`src/rtl/lifo_stack_pkg.sv`:
```
package lifo_stack_pkg;

  typedef enum logic [1:0] {
    STK_IDLE = 2'd0,
    STK_PUSH = 2'd1,
    STK_POP  = 2'd2,
    STK_REJ  = 2'd3
  } stk_op_e;

  function automatic stk_op_e stk_classify(input logic push_v, input logic pop_r,
                                           input logic is_empty, input logic is_full);
    if (push_v && pop_r)         return STK_REJ;
    else if (push_v && is_full)  return STK_REJ;
    else if (push_v)             return STK_PUSH;
    else if (pop_r && is_empty)  return STK_REJ;
    else if (pop_r)              return STK_POP;
    else                         return STK_IDLE;
  endfunction

endpackage

```
`src/rtl/lifo_stack_ptr.sv`:
```
module lifo_stack_ptr
  import lifo_stack_pkg::*;
#(
  parameter int DEPTH     = 8,
  parameter bit GROW_UP   = 1'b1,
  parameter bit LAST_FULL = 1'b1,
  localparam int ADDR_W   = $clog2(DEPTH),
  localparam int CNT_W    = ADDR_W + 1
) (
  input  logic              clk,
  input  logic              rst_n,
  input  stk_op_e           op,
  output logic [ADDR_W-1:0] sp,
  output logic [ADDR_W-1:0] wr_addr,
  output logic [ADDR_W-1:0] rd_addr,
  output logic              is_empty,
  output logic              is_full
);

  localparam logic [ADDR_W-1:0] TOP_ADDR = ADDR_W'(DEPTH - 1);
  localparam logic [ADDR_W-1:0] SP_RESET =
    (LAST_FULL == GROW_UP) ? TOP_ADDR : '0;

  logic [ADDR_W-1:0] sp_fwd, sp_back;
  logic [CNT_W-1:0]  count;

  // Forward is the growth direction; back undoes one push.
  generate
    if (GROW_UP) begin : g_up
      assign sp_fwd  = sp + ADDR_W'(1);
      assign sp_back = sp - ADDR_W'(1);
    end else begin : g_down
      assign sp_fwd  = sp - ADDR_W'(1);
      assign sp_back = sp + ADDR_W'(1);
    end
  endgenerate

  // Access order: last-full steps before writing and reads before stepping;
  // next-empty writes before stepping and steps before reading.
  generate
    if (LAST_FULL) begin : g_last_full
      assign wr_addr = sp_fwd;
      assign rd_addr = sp;
    end else begin : g_next_empty
      assign wr_addr = sp;
      assign rd_addr = sp_back;
    end
  endgenerate

  always_ff @(posedge clk or negedge rst_n) begin
    if (!rst_n) begin
      sp    <= SP_RESET;
      count <= '0;
    end else begin
      case (op)
        STK_PUSH: begin
          sp    <= sp_fwd;
          count <= count + CNT_W'(1);
        end
        STK_POP: begin
          sp    <= sp_back;
          count <= count - CNT_W'(1);
        end
        default: ;
      endcase
    end
  end

  assign is_empty = (count == '0);
  assign is_full  = (count == CNT_W'(DEPTH));

endmodule

```
`src/rtl/lifo_stack_ram.sv`:
```
module lifo_stack_ram #(
  parameter int DATA_W  = 8,
  parameter int DEPTH   = 8,
  localparam int ADDR_W = $clog2(DEPTH)
) (
  input  logic              clk,
  input  logic              wr_en,
  input  logic [ADDR_W-1:0] wr_addr,
  input  logic [DATA_W-1:0] wr_data,
  input  logic              rd_en,
  input  logic [ADDR_W-1:0] rd_addr,
  output logic [DATA_W-1:0] rd_data
);

  logic [DATA_W-1:0] store [DEPTH];

  always_ff @(posedge clk) begin
    if (wr_en) store[wr_addr] <= wr_data;
    if (rd_en) rd_data <= store[rd_addr];
  end

endmodule

```
`src/rtl/lifo_stack_ctrl.sv`:
```
module lifo_stack_ctrl
  import lifo_stack_pkg::*;
#(
  parameter int DATA_W    = 8,
  parameter int DEPTH     = 8,
  parameter bit GROW_UP   = 1'b1,
  parameter bit LAST_FULL = 1'b1,
  localparam int ADDR_W   = $clog2(DEPTH)
) (
  input  logic              clk,
  input  logic              rst_n,
  input  logic              push_valid_i,
  output logic              push_ready_o,
  input  logic [DATA_W-1:0] push_data_i,
  input  logic              pop_req_i,
  output logic              pop_valid_o,
  output logic [DATA_W-1:0] pop_data_o,
  output logic              empty_o,
  output logic              full_o,
  output logic [ADDR_W-1:0] sp_o,
  output logic              err_o
);

  stk_op_e           op;
  logic              is_empty, is_full;
  logic [ADDR_W-1:0] wr_addr, rd_addr;

  assign op = stk_classify(push_valid_i, pop_req_i, is_empty, is_full);

  lifo_stack_ptr #(
    .DEPTH     (DEPTH),
    .GROW_UP   (GROW_UP),
    .LAST_FULL (LAST_FULL)
  ) ptr_i (
    .clk      (clk),
    .rst_n    (rst_n),
    .op       (op),
    .sp       (sp_o),
    .wr_addr  (wr_addr),
    .rd_addr  (rd_addr),
    .is_empty (is_empty),
    .is_full  (is_full)
  );

  lifo_stack_ram #(
    .DATA_W (DATA_W),
    .DEPTH  (DEPTH)
  ) ram_i (
    .clk     (clk),
    .wr_en   (op == STK_PUSH),
    .wr_addr (wr_addr),
    .wr_data (push_data_i),
    .rd_en   (op == STK_POP),
    .rd_addr (rd_addr),
    .rd_data (pop_data_o)
  );

  always_ff @(posedge clk or negedge rst_n) begin
    if (!rst_n) begin
      err_o       <= 1'b0;
      pop_valid_o <= 1'b0;
    end else begin
      err_o       <= (op == STK_REJ);
      pop_valid_o <= (op == STK_POP);
    end
  end

  assign empty_o      = is_empty;
  assign full_o       = is_full;
  assign push_ready_o = ~is_full;

endmodule

```
`config.mk`:
```
export PLATFORM = sky130hd
export DESIGN_NAME = lifo_stack_ctrl
export DESIGN_NICKNAME = d
export VERILOG_FILES = /design/src/rtl/lifo_stack_pkg.sv /design/src/rtl/lifo_stack_ptr.sv /design/src/rtl/lifo_stack_ram.sv /design/src/rtl/lifo_stack_ctrl.sv
export SDC_FILE = /design/constraint.sdc
export NUM_CORES = 1
export LEC_CHECK = 0
export BUFFER_PORTS_ARGS = -buffer_cell sky130_fd_sc_hd__buf_2
export CAP_MARGIN = 20
export CORE_UTILIZATION = 40
export DETAILED_ROUTE_END_ITERATION = 8
export HOLD_SLACK_MARGIN = 0.08
export PLACE_DENSITY = 0.66
export RECOVER_POWER = 100
export SLEW_MARGIN = 20
export SYNTH_ARGS = -nofsm -noshare
export SYNTH_HDL_FRONTEND = slang
export SYNTH_SLANG_ARGS = --single-unit
```
`constraint.sdc`:
```
create_clock -name clk -period 3.5 [get_ports clk]
set_clock_uncertainty 0.15 [all_clocks]
set_input_delay 0.7 -clock clk [delete_from_list [all_inputs] [get_ports clk]]
set_output_delay 0.7 -clock clk [all_outputs]
set_load 0.02 [all_outputs]
```
==> reports/metrics.yaml <==
final_layout_size_suffix_gt1_share_pct: 15.7
num_vias: 1608
p_int_mw: 2.04
die_h_um: 93.5
holdWs_ns: 0.399
p_sw_share_pct: 30.6
synthArstFlopShare_pct: 11.1
rows: 33
rsz0062_at_grt: "no"
arrival_ns: 2.80
cts_sinks: 81
clk_pin_slew_ns: 0.07
postLayoutCellArea_mm2: 0.00376
cts-root-buf: "clkbuf_8"
fin_ws_ns: 0.613
yosysTopAreaCellShare_pct: 64.6
clk_latency_ns: 0.35
end_kind: "flop"
wl_mm: 5.70
syn-cell-area_mm2: 0.00335
nets: 228
synth-adder-area-share_pct: 1.87
synth_nets: 186
start_kind: "flop"
post-cts-setup-buffers: 0
ant_nets: 0
synth_compound_area_share_pct: 1.27
syn_inst: 169
grt_max_degree: 21
grt_first_pass_wirelength_mm: 9.00
cp_max_fo: 20
globalRoute.totalOverflow: 0
synthTopCellsByArea: "edfxtp_1, mux4_1, mux4_2, dfrtp_1, mux2_4"
crit_type: "reg2reg"
dp_slack_ns: 0.926
drtIter0Drc: 97
synth-edff-count: 72
viasPerCell: 5.01
cts_buffers: 9
drc: 0
p_clk_share_pct: 23.5
cts_tree: "yes"
hold_violations: 0
syn_to_final_growth_pct: 12.3
drv_cap: 0
io_buffers: 27
seq_power_share_pct: 48.9
layout.cells.non_filler: 321
wl_per_cell_um: 17.8
p_per_area_mw_per_mm2: 780
start_util_pct: 41.0
grt_use_total_pct: 14.9
place_congestion: 0.759
dpl.hpwl_mm: 3.74
postSynthAreaPerCell_um2: 19.8
coreArea_mm2: 0.00818
synth-simple-area-share_pct: 4.00
synth_top_family_by_area: "multiplexers"
die_x_um: 93.5
seq_area_frac_synth_pct: 71.4
fmax_mhz: 346
setup_viol: 0
dp_cells: 304
ir_drop_mv: 0.275
clk_path_buf_depth: 2
grt_pass1_vias: 1625
outcome: "completed"
synthXorXnorAreaFrac_pct: 2.62
leakage_nw: 1.27
hp-class: "reg2reg"
power_mw: 2.93
fin_crit_sh_pct: 82.5
ys_ff_latch: 81
post_cts_resized: 0
dieArea_mm2: 0.00874
antenna_found_initial: 0
yosysWarnings: 0
cp.required_ns: 3.42
timing.final.crit_period_ns: 2.89
tightest_slew_ns: 1.23
h-tree-depth: 3
dpl-instance-area_mm2: 0.00363
power_switching_mw: 0.896
final.setup.tns_ns: 0
ys_types: 30
synth-main-ff-cell: "edfxtp_1"
yosysTopAreaCell: "edfxtp_1"
combPwrFrac_pct: 27.6
final_util_pct: 46.0
muxShareOfSynthArea_pct: 16.2
slew_violations: 0
slew_headroom_pct: 17.7
drtPass1Iterations: 6
ioPinCount: 28
antenna_cells: 0
postCtsHoldBufs: 1
## cells in the mapped netlist (2+ instances only)
| master | n |
|---|---|
| mux4_1 | 9 |
| dfrtp_1 | 6 |
| a21oi_1 | 2 |
| xor2_1 | 4 |
| nor3_1 | 6 |
| mux4_2 | 7 |
| buf_2 | 4 |
| inv_1 | 6 |
| xnor2_1 | 6 |
| mux2_2 | 2 |
| edfxtp_1 | 72 |
| buf_6 | 2 |
| nor2_1 | 9 |
| mux2_4 | 7 |
| mux2i_1 | 2 |
| dfstp_2 | 3 |
| ha_1 | 5 |
| nand2_1 | 5 |
## path summary, 6_finish.rpt
check / start / endpoint / slack [ns] / cells after the start
min in group asynchronous: rst_n / ptr_i.count[0]$_DFFE_PN0P_ / 0.68 / 2
max in group asynchronous: rst_n / ptr_i.rd_addr[1]$_DFFE_PN1P_ / 2.16 / 2
worst max-delay path: ptr_i.rd_addr[1]$_DFFE_PN1P_ / ram_i.store[6][0]$_DFFE_PP_ / 0.61 / 5
worst max register to register: ptr_i.rd_addr[1]$_DFFE_PN1P_ / ram_i.store[6][0]$_DFFE_PP_ / 0.61 / 5
worst min-delay path: ptr_i.count[3]$_DFFE_PN0P_ / ptr_i.count[3]$_DFFE_PN0P_ / 0.40 / 1
worst min register to register: ptr_i.count[3]$_DFFE_PN0P_ / ptr_i.count[3]$_DFFE_PN0P_ / 0.40 / 1
## cell type report
cell class              count  area [um^2]
fillers                   724         4410
flip-flops and latches     81         2390
multi-input cells          74          842
repair buffers             39          173
clock buffers              14          163
well taps                 105          131
clock inverters             2         38.8
inverters                   6         22.5
## sequential cells by signal (all words and copies together) (netlist names)
name	count
err_o	1
pop_valid_o	1
ptr_i.count	4
ptr_i.rd_addr	3
ram_i.rd_data	8
ram_i.store	64
## kinds of logic after synthesis
family / count (synthesis)
fa+ha+maj: 5
simple gates: 25
buf+inv: 14
flops: 81
mux: 27
xor+xnor: 10
compound gates: 7
## worst max-delay path: stages (launching register included)
cell,delay (ns)
dfstp_1,1.08
ha_1,0.36
xor2_1,0.26
nand2_1,0.11
nor2_1,0.41
buf_4,0.23
## layer usage
layer,routed length [um],vias to the layer above,track usage (%),part of all wire [%]
met5,0,-,0,0
met4,125,0,9.23,2.2
met3,203,11,3.50,3.6
met2,2710,30,22.9,48
met1,2660,818,19.3,47
li1,-,749,-,-
## layout by cell type, fill, tap and decap left out
master,Yosys,final
mux4_2,7,7
bufinv_16,0,1
nor2_1,9,10
dfstp_1,0,3
nand2b_1,1,1
xnor2_1,6,6
nor4_4,1,1
xor2_1,4,4
clkbuf_8,0,11
a21o_1,1,1
o21ai_0,1,1
mux2_4,7,2
a31oi_1,1,1
ha_1,5,5
buf_4,0,4
mux4_1,9,9
clkbuf_1,1,33
a21oi_1,2,2
o22ai_1,1,1
edfxtp_1,72,72
buf_2,4,4
dlygate4sd3_1,0,1
and2_0,0,1
mux2i_1,2,2
clkinv_4,0,1
nor2_2,1,1
nor3_1,6,6
inv_1,6,6
mux2_1,0,5
nand2_1,5,5
mux2_2,2,2
a22oi_1,1,1
dfrtp_1,6,6
## power groups by stage
stage,logic (mW),clock network (mW),registers (mW)
6_report,0.809,0.690,1.43
5_1_grt,0.892,0.750,1.46
4_1_cts,0.894,0.709,1.45
3_5_place_dp,0.891,0,1.47
3_3_place_gp,0.866,0,1.46
2_1_floorplan,0.751,0,1.40
No activity file was read; power rests on OpenSTA's default activity.
